File: src/rtl/hctl_pkg.sv
package hctl_pkg;

    // Controls for one pipeline register.
    typedef struct packed {
        logic stall;
        logic bubble;
    } reg_ctl_t;

    // Which triggers are present in this cycle.
    typedef struct packed {
        logic load_use;
        logic mispredict;
        logic ret_busy;
    } trig_t;

endpackage

File: src/rtl/hctl_loaduse_det.sv
module hctl_loaduse_det #(
    parameter int                 ICODE_W = 4,
    parameter int                 REG_W   = 4,
    parameter logic [ICODE_W-1:0] C_LOAD  = 4'd5,
    parameter logic [ICODE_W-1:0] C_POP   = 4'd11,
    parameter logic [REG_W-1:0]   NO_REG  = 4'd8
) (
    input  logic [ICODE_W-1:0] e_icode,
    input  logic [REG_W-1:0]   e_ld_dst,
    input  logic [REG_W-1:0]   d_src_a,
    input  logic [REG_W-1:0]   d_src_b,
    output logic               hit
);
    logic is_load;
    logic dst_real;
    logic src_match;

    always_comb begin
        is_load   = (e_icode == C_LOAD) || (e_icode == C_POP);
        dst_real  = (e_ld_dst != NO_REG);
        src_match = (e_ld_dst == d_src_a) || (e_ld_dst == d_src_b);
        hit       = is_load && dst_real && src_match;
    end
endmodule

File: src/rtl/hctl_mispredict_det.sv
module hctl_mispredict_det #(
    parameter int                 ICODE_W = 4,
    parameter logic [ICODE_W-1:0] C_JUMP  = 4'd7
) (
    input  logic [ICODE_W-1:0] e_icode,
    input  logic               e_taken,
    output logic               hit
);
    always_comb hit = (e_icode == C_JUMP) && !e_taken;
endmodule

File: src/rtl/hctl_ret_det.sv
module hctl_ret_det #(
    parameter int                 ICODE_W = 4,
    parameter int                 N_STG   = 3,
    parameter logic [ICODE_W-1:0] C_RET   = 4'd9
) (
    input  logic [N_STG-1:0][ICODE_W-1:0] stg_icode,
    output logic                          hit
);
    logic [N_STG-1:0] per_stg;

    for (genvar s = 0; s < N_STG; s++) begin : g_stg
        assign per_stg[s] = (stg_icode[s] == C_RET);
    end

    assign hit = |per_stg;
endmodule

File: src/rtl/hctl_resolve.sv
module hctl_resolve
    import hctl_pkg::*;
(
    input  trig_t    trig,
    output reg_ctl_t f_ctl,
    output reg_ctl_t d_ctl,
    output reg_ctl_t e_ctl
);
    always_comb begin
        f_ctl.stall  = trig.load_use || trig.ret_busy;
        f_ctl.bubble = 1'b0;

        d_ctl.stall  = trig.load_use;
        // A load/use hazard keeps the return in decode instead of squashing it.
        d_ctl.bubble = trig.mispredict || (trig.ret_busy && !trig.load_use);

        e_ctl.stall  = 1'b0;
        e_ctl.bubble = trig.mispredict || trig.load_use;
    end
endmodule

File: src/rtl/hazard_ctrl.sv
module hazard_ctrl
    import hctl_pkg::*;
#(
    parameter int                 ICODE_W = 4,
    parameter int                 REG_W   = 4,
    parameter logic [ICODE_W-1:0] C_LOAD  = 4'd5,
    parameter logic [ICODE_W-1:0] C_POP   = 4'd11,
    parameter logic [ICODE_W-1:0] C_JUMP  = 4'd7,
    parameter logic [ICODE_W-1:0] C_RET   = 4'd9,
    parameter logic [REG_W-1:0]   NO_REG  = 4'd8
) (
    input  logic [ICODE_W-1:0] d_icode,
    input  logic [ICODE_W-1:0] e_icode,
    input  logic [ICODE_W-1:0] m_icode,
    input  logic [REG_W-1:0]   e_ld_dst,
    input  logic [REG_W-1:0]   d_src_a,
    input  logic [REG_W-1:0]   d_src_b,
    input  logic               e_taken,
    output logic               f_stall,
    output logic               f_bubble,
    output logic               d_stall,
    output logic               d_bubble,
    output logic               e_stall,
    output logic               e_bubble
);
    localparam int N_RET_STG = 3;

    trig_t    trig;
    reg_ctl_t f_ctl, d_ctl, e_ctl;
    logic [N_RET_STG-1:0][ICODE_W-1:0] ret_codes;

    assign ret_codes = {m_icode, e_icode, d_icode};

    hctl_loaduse_det #(
        .ICODE_W(ICODE_W), .REG_W(REG_W),
        .C_LOAD(C_LOAD), .C_POP(C_POP), .NO_REG(NO_REG)
    ) lu_i (
        .e_icode (e_icode),
        .e_ld_dst(e_ld_dst),
        .d_src_a (d_src_a),
        .d_src_b (d_src_b),
        .hit     (trig.load_use)
    );

    hctl_mispredict_det #(
        .ICODE_W(ICODE_W), .C_JUMP(C_JUMP)
    ) mp_i (
        .e_icode(e_icode),
        .e_taken(e_taken),
        .hit    (trig.mispredict)
    );

    hctl_ret_det #(
        .ICODE_W(ICODE_W), .N_STG(N_RET_STG), .C_RET(C_RET)
    ) rt_i (
        .stg_icode(ret_codes),
        .hit      (trig.ret_busy)
    );

    hctl_resolve res_i (
        .trig (trig),
        .f_ctl(f_ctl),
        .d_ctl(d_ctl),
        .e_ctl(e_ctl)
    );

    assign f_stall  = f_ctl.stall;
    assign f_bubble = f_ctl.bubble;
    assign d_stall  = d_ctl.stall;
    assign d_bubble = d_ctl.bubble;
    assign e_stall  = e_ctl.stall;
    assign e_bubble = e_ctl.bubble;

    always_comb begin

        no_dual_f_chk: assert (!(f_stall && f_bubble));

        no_dual_d_chk: assert (!(d_stall && d_bubble));

        no_dual_e_chk: assert (!(e_stall && e_bubble));

        lu_action_chk: assert (!trig.load_use || (f_stall && d_stall && e_bubble));

        mp_action_chk: assert (!trig.mispredict || (d_bubble && e_bubble && !d_stall));

        lu_over_ret_chk: assert (!(trig.load_use && trig.ret_busy) || !d_bubble);

        ret_action_chk: assert (!(trig.ret_busy && !trig.load_use && !trig.mispredict)
                                || (f_stall && d_bubble && !e_bubble));

        idle_quiet_chk: assert ((trig != '0) ||
                                !(f_stall || d_stall || d_bubble || e_bubble));
    end
endmodule

File: config.mk
export PLATFORM = sky130hd
export DESIGN_NAME = hazard_ctrl
export DESIGN_NICKNAME = d
export VERILOG_FILES = /design/src/rtl/hctl_pkg.sv /design/src/rtl/hctl_loaduse_det.sv /design/src/rtl/hctl_mispredict_det.sv /design/src/rtl/hctl_ret_det.sv /design/src/rtl/hctl_resolve.sv /design/src/rtl/hazard_ctrl.sv
export SDC_FILE = /design/constraint.sdc
export NUM_CORES = 1
export LEC_CHECK = 0
export ABC_CLOCK_PERIOD_IN_PS = 1000
export BUFFER_PORTS_ARGS = -buffer_cell sky130_fd_sc_hd__buf_2
export CORE_AREA = 5 5 42 44
export DETAILED_ROUTE_END_ITERATION = 12
export DIE_AREA = 0 0 47 49
export SYNTH_ARGS = -nofsm -noshare
export SYNTH_HDL_FRONTEND = slang
export SYNTH_HIERARCHICAL = 1
export SYNTH_SLANG_ARGS = --single-unit
File: constraint.sdc
create_clock -name vclk -period 1
set_input_delay 0.05 -clock vclk [all_inputs]
set_output_delay 0.05 -clock vclk [all_outputs]
set_load 0.005 [all_outputs]
### Yosys cells after proc, flatten, opt, wreduce, memory -nomap -nowiden

Cells that the tools add are included.

* input bits: 25
* register bits after elaboration: 0

* reduce and logical (&&, ||, !) cells: 12
* equality and inequality tests: 9

Operator list (count)
* equality test 4 bit, second input constant: 4
* equality test 4 x 3 -> 1 bit, second input constant: 2
* equality test 4 bit: 2
* logical OR 1 bit: 5
* logical AND 1 bit: 4
* inequality test 4 bit, second input constant: 1
* OR reduction 3 bit: 1
* logical NOT 1 bit: 2

### Depth between registers and ports, before layout

* depth in word-level cells: 7
* gate-level depth with buffers: 5

### Hierarchy

The synthesis kept the hierarchy.

Modules (own cells, without submodules)
* hctl_loaduse_det: area an instance 126.4 um2, times used 1, cells each 15
* hctl_resolve: area an instance 50.0 um2, times used 1, cells each 8
* hctl_ret_det: area an instance 36.3 um2, times used 1, cells each 4
* hctl_mispredict_det: area an instance 12.5 um2, times used 1, cells each 2

### Least setup slack after synthesis

No wires, ideal clock.

* path kind: input -> output
* from: input port e_icode[1]
* to: output port d_bubble
* setup slack: -11 ps
* buffers on the path: 0
* required time: 950 ps
* cell stages on the path: 4
* arrival: 961 ps
* cell sequence: or3b_1 a221oi_2 inv_1 a21o_1

RTL lines
* from (decl): line hazard_ctrl.sv:13 `input logic [ICODE_W-1:0] e_icode,`
* to (decl): line hazard_ctrl.sv:22 `output logic d_bubble,`

### Final worst setup path

* from: input port e_ld_dst[2]
* to: output port d_bubble

* word-level cells in the longest chain between the ends: 6

Ends and longest elaborated chain
* from (decl): line hazard_ctrl.sv:15 `input logic [REG_W-1:0] e_ld_dst,`
* inequality test 4 bit / equality test 4 bit (equally long branches): line hctl_loaduse_det.sv:20, hctl_loaduse_det.sv:21
* logical AND 1 bit / logical OR 1 bit (equally long branches): line hctl_loaduse_det.sv:22, hctl_loaduse_det.sv:21
* logical AND 1 bit *: line hctl_loaduse_det.sv:22 `hit = is_load && dst_real && src_match;`
* logical NOT 1 bit *: line hctl_resolve.sv:15 `d_ctl.bubble = trig.mispredict || (trig.ret_busy && !trig.load_use);`
* logical AND 1 bit *: line hctl_resolve.sv:15
* logical OR 1 bit *: line hctl_resolve.sv:15

Every way passes the cells marked *; elsewhere a longest branch is shown, timed or not.

==> impl_metrics.py <==
metrics = {
    "sta": {
        "setup_viol": 4,
        "worst_slack_ps": -204,
        "fin_hold_ws_ps": 594,
        "max_freq_ghz": 0.831,
        "min_period_ps": 1200,
        "rsz0062_at_grt": "yes",
        "drv_slew": 0,
        "hold_viol": 0,
        "period_share_pct": 120,
    },
    "worst_setup_path": {
        "path_cells": "buf_4 > xnor2_2 > nand4_1 > a221oi_4 > inv_1 > a21o_1 > buf_2",
        "cp-end-kind": "output port",
        "slowest_stage": "a221oi_4",
        "crit_path_start_kind": "input pin",
        "setup.worst_path.start": "e_ld_dst[2]",
        "cp_max_fo": 3,
        "cp.arrival_ps": 1150,
        "slowest_delay_ps": 340,
        "crit_required_ps": 950,
        "crit_type": "in2out",
    },
    "floorplan": {
        "rows": 14,
        "fp.coreArea_um2": 1400,
        "die_y_um": 49,
        "die_w_um": 47,
        "pin_count": 31,
        "die_area_um2": 2300,
        "initial_utilization_pct": 16.1,
    },
    "finish": {
        "design_area_um2": 503,
        "layout-drive-gt1-share_pct": 68.9,
        "diodes": 0,
        "num-clock-buffers": 0,
        "final_util_pct": 35.9,
        "seq_cells": 0,
        "area_growth_pct": 123,
        "register_area_um2": 0,
        "nets": 88,
        "n_fill_cell": 149,
    },
    "power": {
        "leakage_uw": 0.000286,
        "totalPowerFinal_uw": 186,
        "ir_worst_vdd_uv": 98.9,
        "power.density_nw_per_um2": 371,
    },
    "placement": {
        "placed_area_um2": 409,
        "place_ws_ps": -250,
        "place_congestion": 0.739,
        "io_buffers": 29,
        "hpwl_um": 702,
    },
    "logic_synthesis": {
        "synth-xor-area-share_pct": 31.1,
        "yosysUniqueCellTypes": 15,
        "syn_area_um2": 225,
        "synth_compound_area_share_pct": 13.9,
        "synth-adder-area-share_pct": 0,
        "syn_inst": 29,
        "synth_top_family_by_area": "simple AND/OR/NAND/NOR gates",
        "postSynthAreaPerCell_um2": 7.77,
        "synthSimpleGateAreaFrac_pct": 40.0,
        "synth-warning-count": 6,
        "synth_mux_area_share_pct": 0,
        "yosysSeqAreaShare_pct": 0,
    },
    "global_routing": {
        "grt_pass1_wl_um": 1240,
        "grt_max_degree": 4,
        "grt_pass1_vias": 351,
        "antenna_found_initial": 0,
        "grtUsageTotal_pct": 6.39,
        "overflow": 0,
    },
    "min_path": {
        "holdPathEnd": "d_stall",
        "hold_class": "in2out",
        "hold_depth": 5,
        "worstHoldStart": "e_icode[3]",
    },
    "detailed_routing": {
        "dr.first_iter.drc_count": 0,
        "avgViaCountPerCell": 4.21,
        "drcViolationCount": 0,
        "num_vias": 324,
        "wire_per_inst_um": 10.1,
        "drt-pass1-iter-count": 1,
        "routed_wl_um": 780,
        "ant_nets": 0,
    },
    "cts": {
        "post_cts_buffers": 0,
    },
    "run": {
        "maxCapViolCount": 0,
    },
    "run_status": {
        "status": "finished with violations",
        "violations": "setup timing",
    },
}
## cell type report
class / count / area [um2] / area share [%]
Timing Repair Buffer: 34 / 206 / 41.0
Tap cell: 16 / 20.0 / 3.98
Inverter: 2 / 7.51 / 1.49
Multi-Input combinational cell: 25 / 269 / 53.5
## stage by stage
step,setup TNS [ps],std cells
after CTS,-671,77
after floorplan,0,30
after global routing,-942,77
after global placement,-748,77
final,-631,77
after detailed placement,-771,77
## critical path, delay by kind of cell
kind                      cells  cell delay, ps
AOI/OAI and AO/OA             2             490
xor gates and xnor gates      1             120
buffers and inverters         3             320
and+or+nand+nor               1             170
## worst max path at each step
stage,endpoint,slack [ps],cells past startpoint
after global placement,d_bubble,-240,6
after global routing,f_stall,-280,7
after CTS,d_bubble,-210,6
final,d_bubble,-200,7
after floorplan,d_bubble,6,4
after detailed placement,d_bubble,-250,6
## synthesized netlist by cell type
cell	count	area share, %
xnor2_1	8	31
buf_4	3	10
nor4bb_1	3	13
inv_1	2	3.3
nand4_1	2	5.6
or2_1	2	5.6
a21o_1	1	3.3
a221oi_2	1	6.7
and4_1	1	3.9
conb_1	1	1.7
nand3b_1	1	3.3
nor2_1	1	1.7
o41ai_1	1	3.9
or3_1	1	2.8
or3b_1	1	3.9
## routing by layer
layer / share of wire, % / track usage [%] / up-vias
met2: 55 / 12.0 / 13
met5: 0 / 0 / -
li1: - / - / 165
met3: 8.6 / 0.369 / 0
met1: 37 / 8.04 / 146
met4: 0 / 0 / 0
## cells in the final DEF (no fill, tap or decap), drive strengths merged
| master | n |
|---|---|
| nand3b | 1 |
| nor2 | 1 |
| o41ai | 1 |
| a21o | 1 |
| or3 | 1 |
| xnor2 | 8 |
| or3b | 1 |
| a221oi | 1 |
| and4 | 1 |
| nand4 | 2 |
| or2 | 2 |
| inv | 2 |
| nor4bb | 3 |
| conb | 2 |
| buf | 34 |
## repair_timing
action / CTS / global route
pin swaps: 11 / 7
gates resized for setup: 5 / 12
hold buffers: 0 / 0
endpoints found under the setup margin: 4 / 4
## cell families (layout without fill, tap and decap cells)
kind of cell,after synthesis,in the layout
AO/OA/AOI/OAI,3,3
buffers and inverters,5,36
AND/OR/NAND/NOR,12,12
XOR/XNOR,8,8
other,1,2
## power by group
group          internal [uW]  switching, uW  total (uW)
Clock                      0              0           0
Combinational            116           70.4         186
Sequential                 0              0           0
Power figures use the tool's default switching activity.
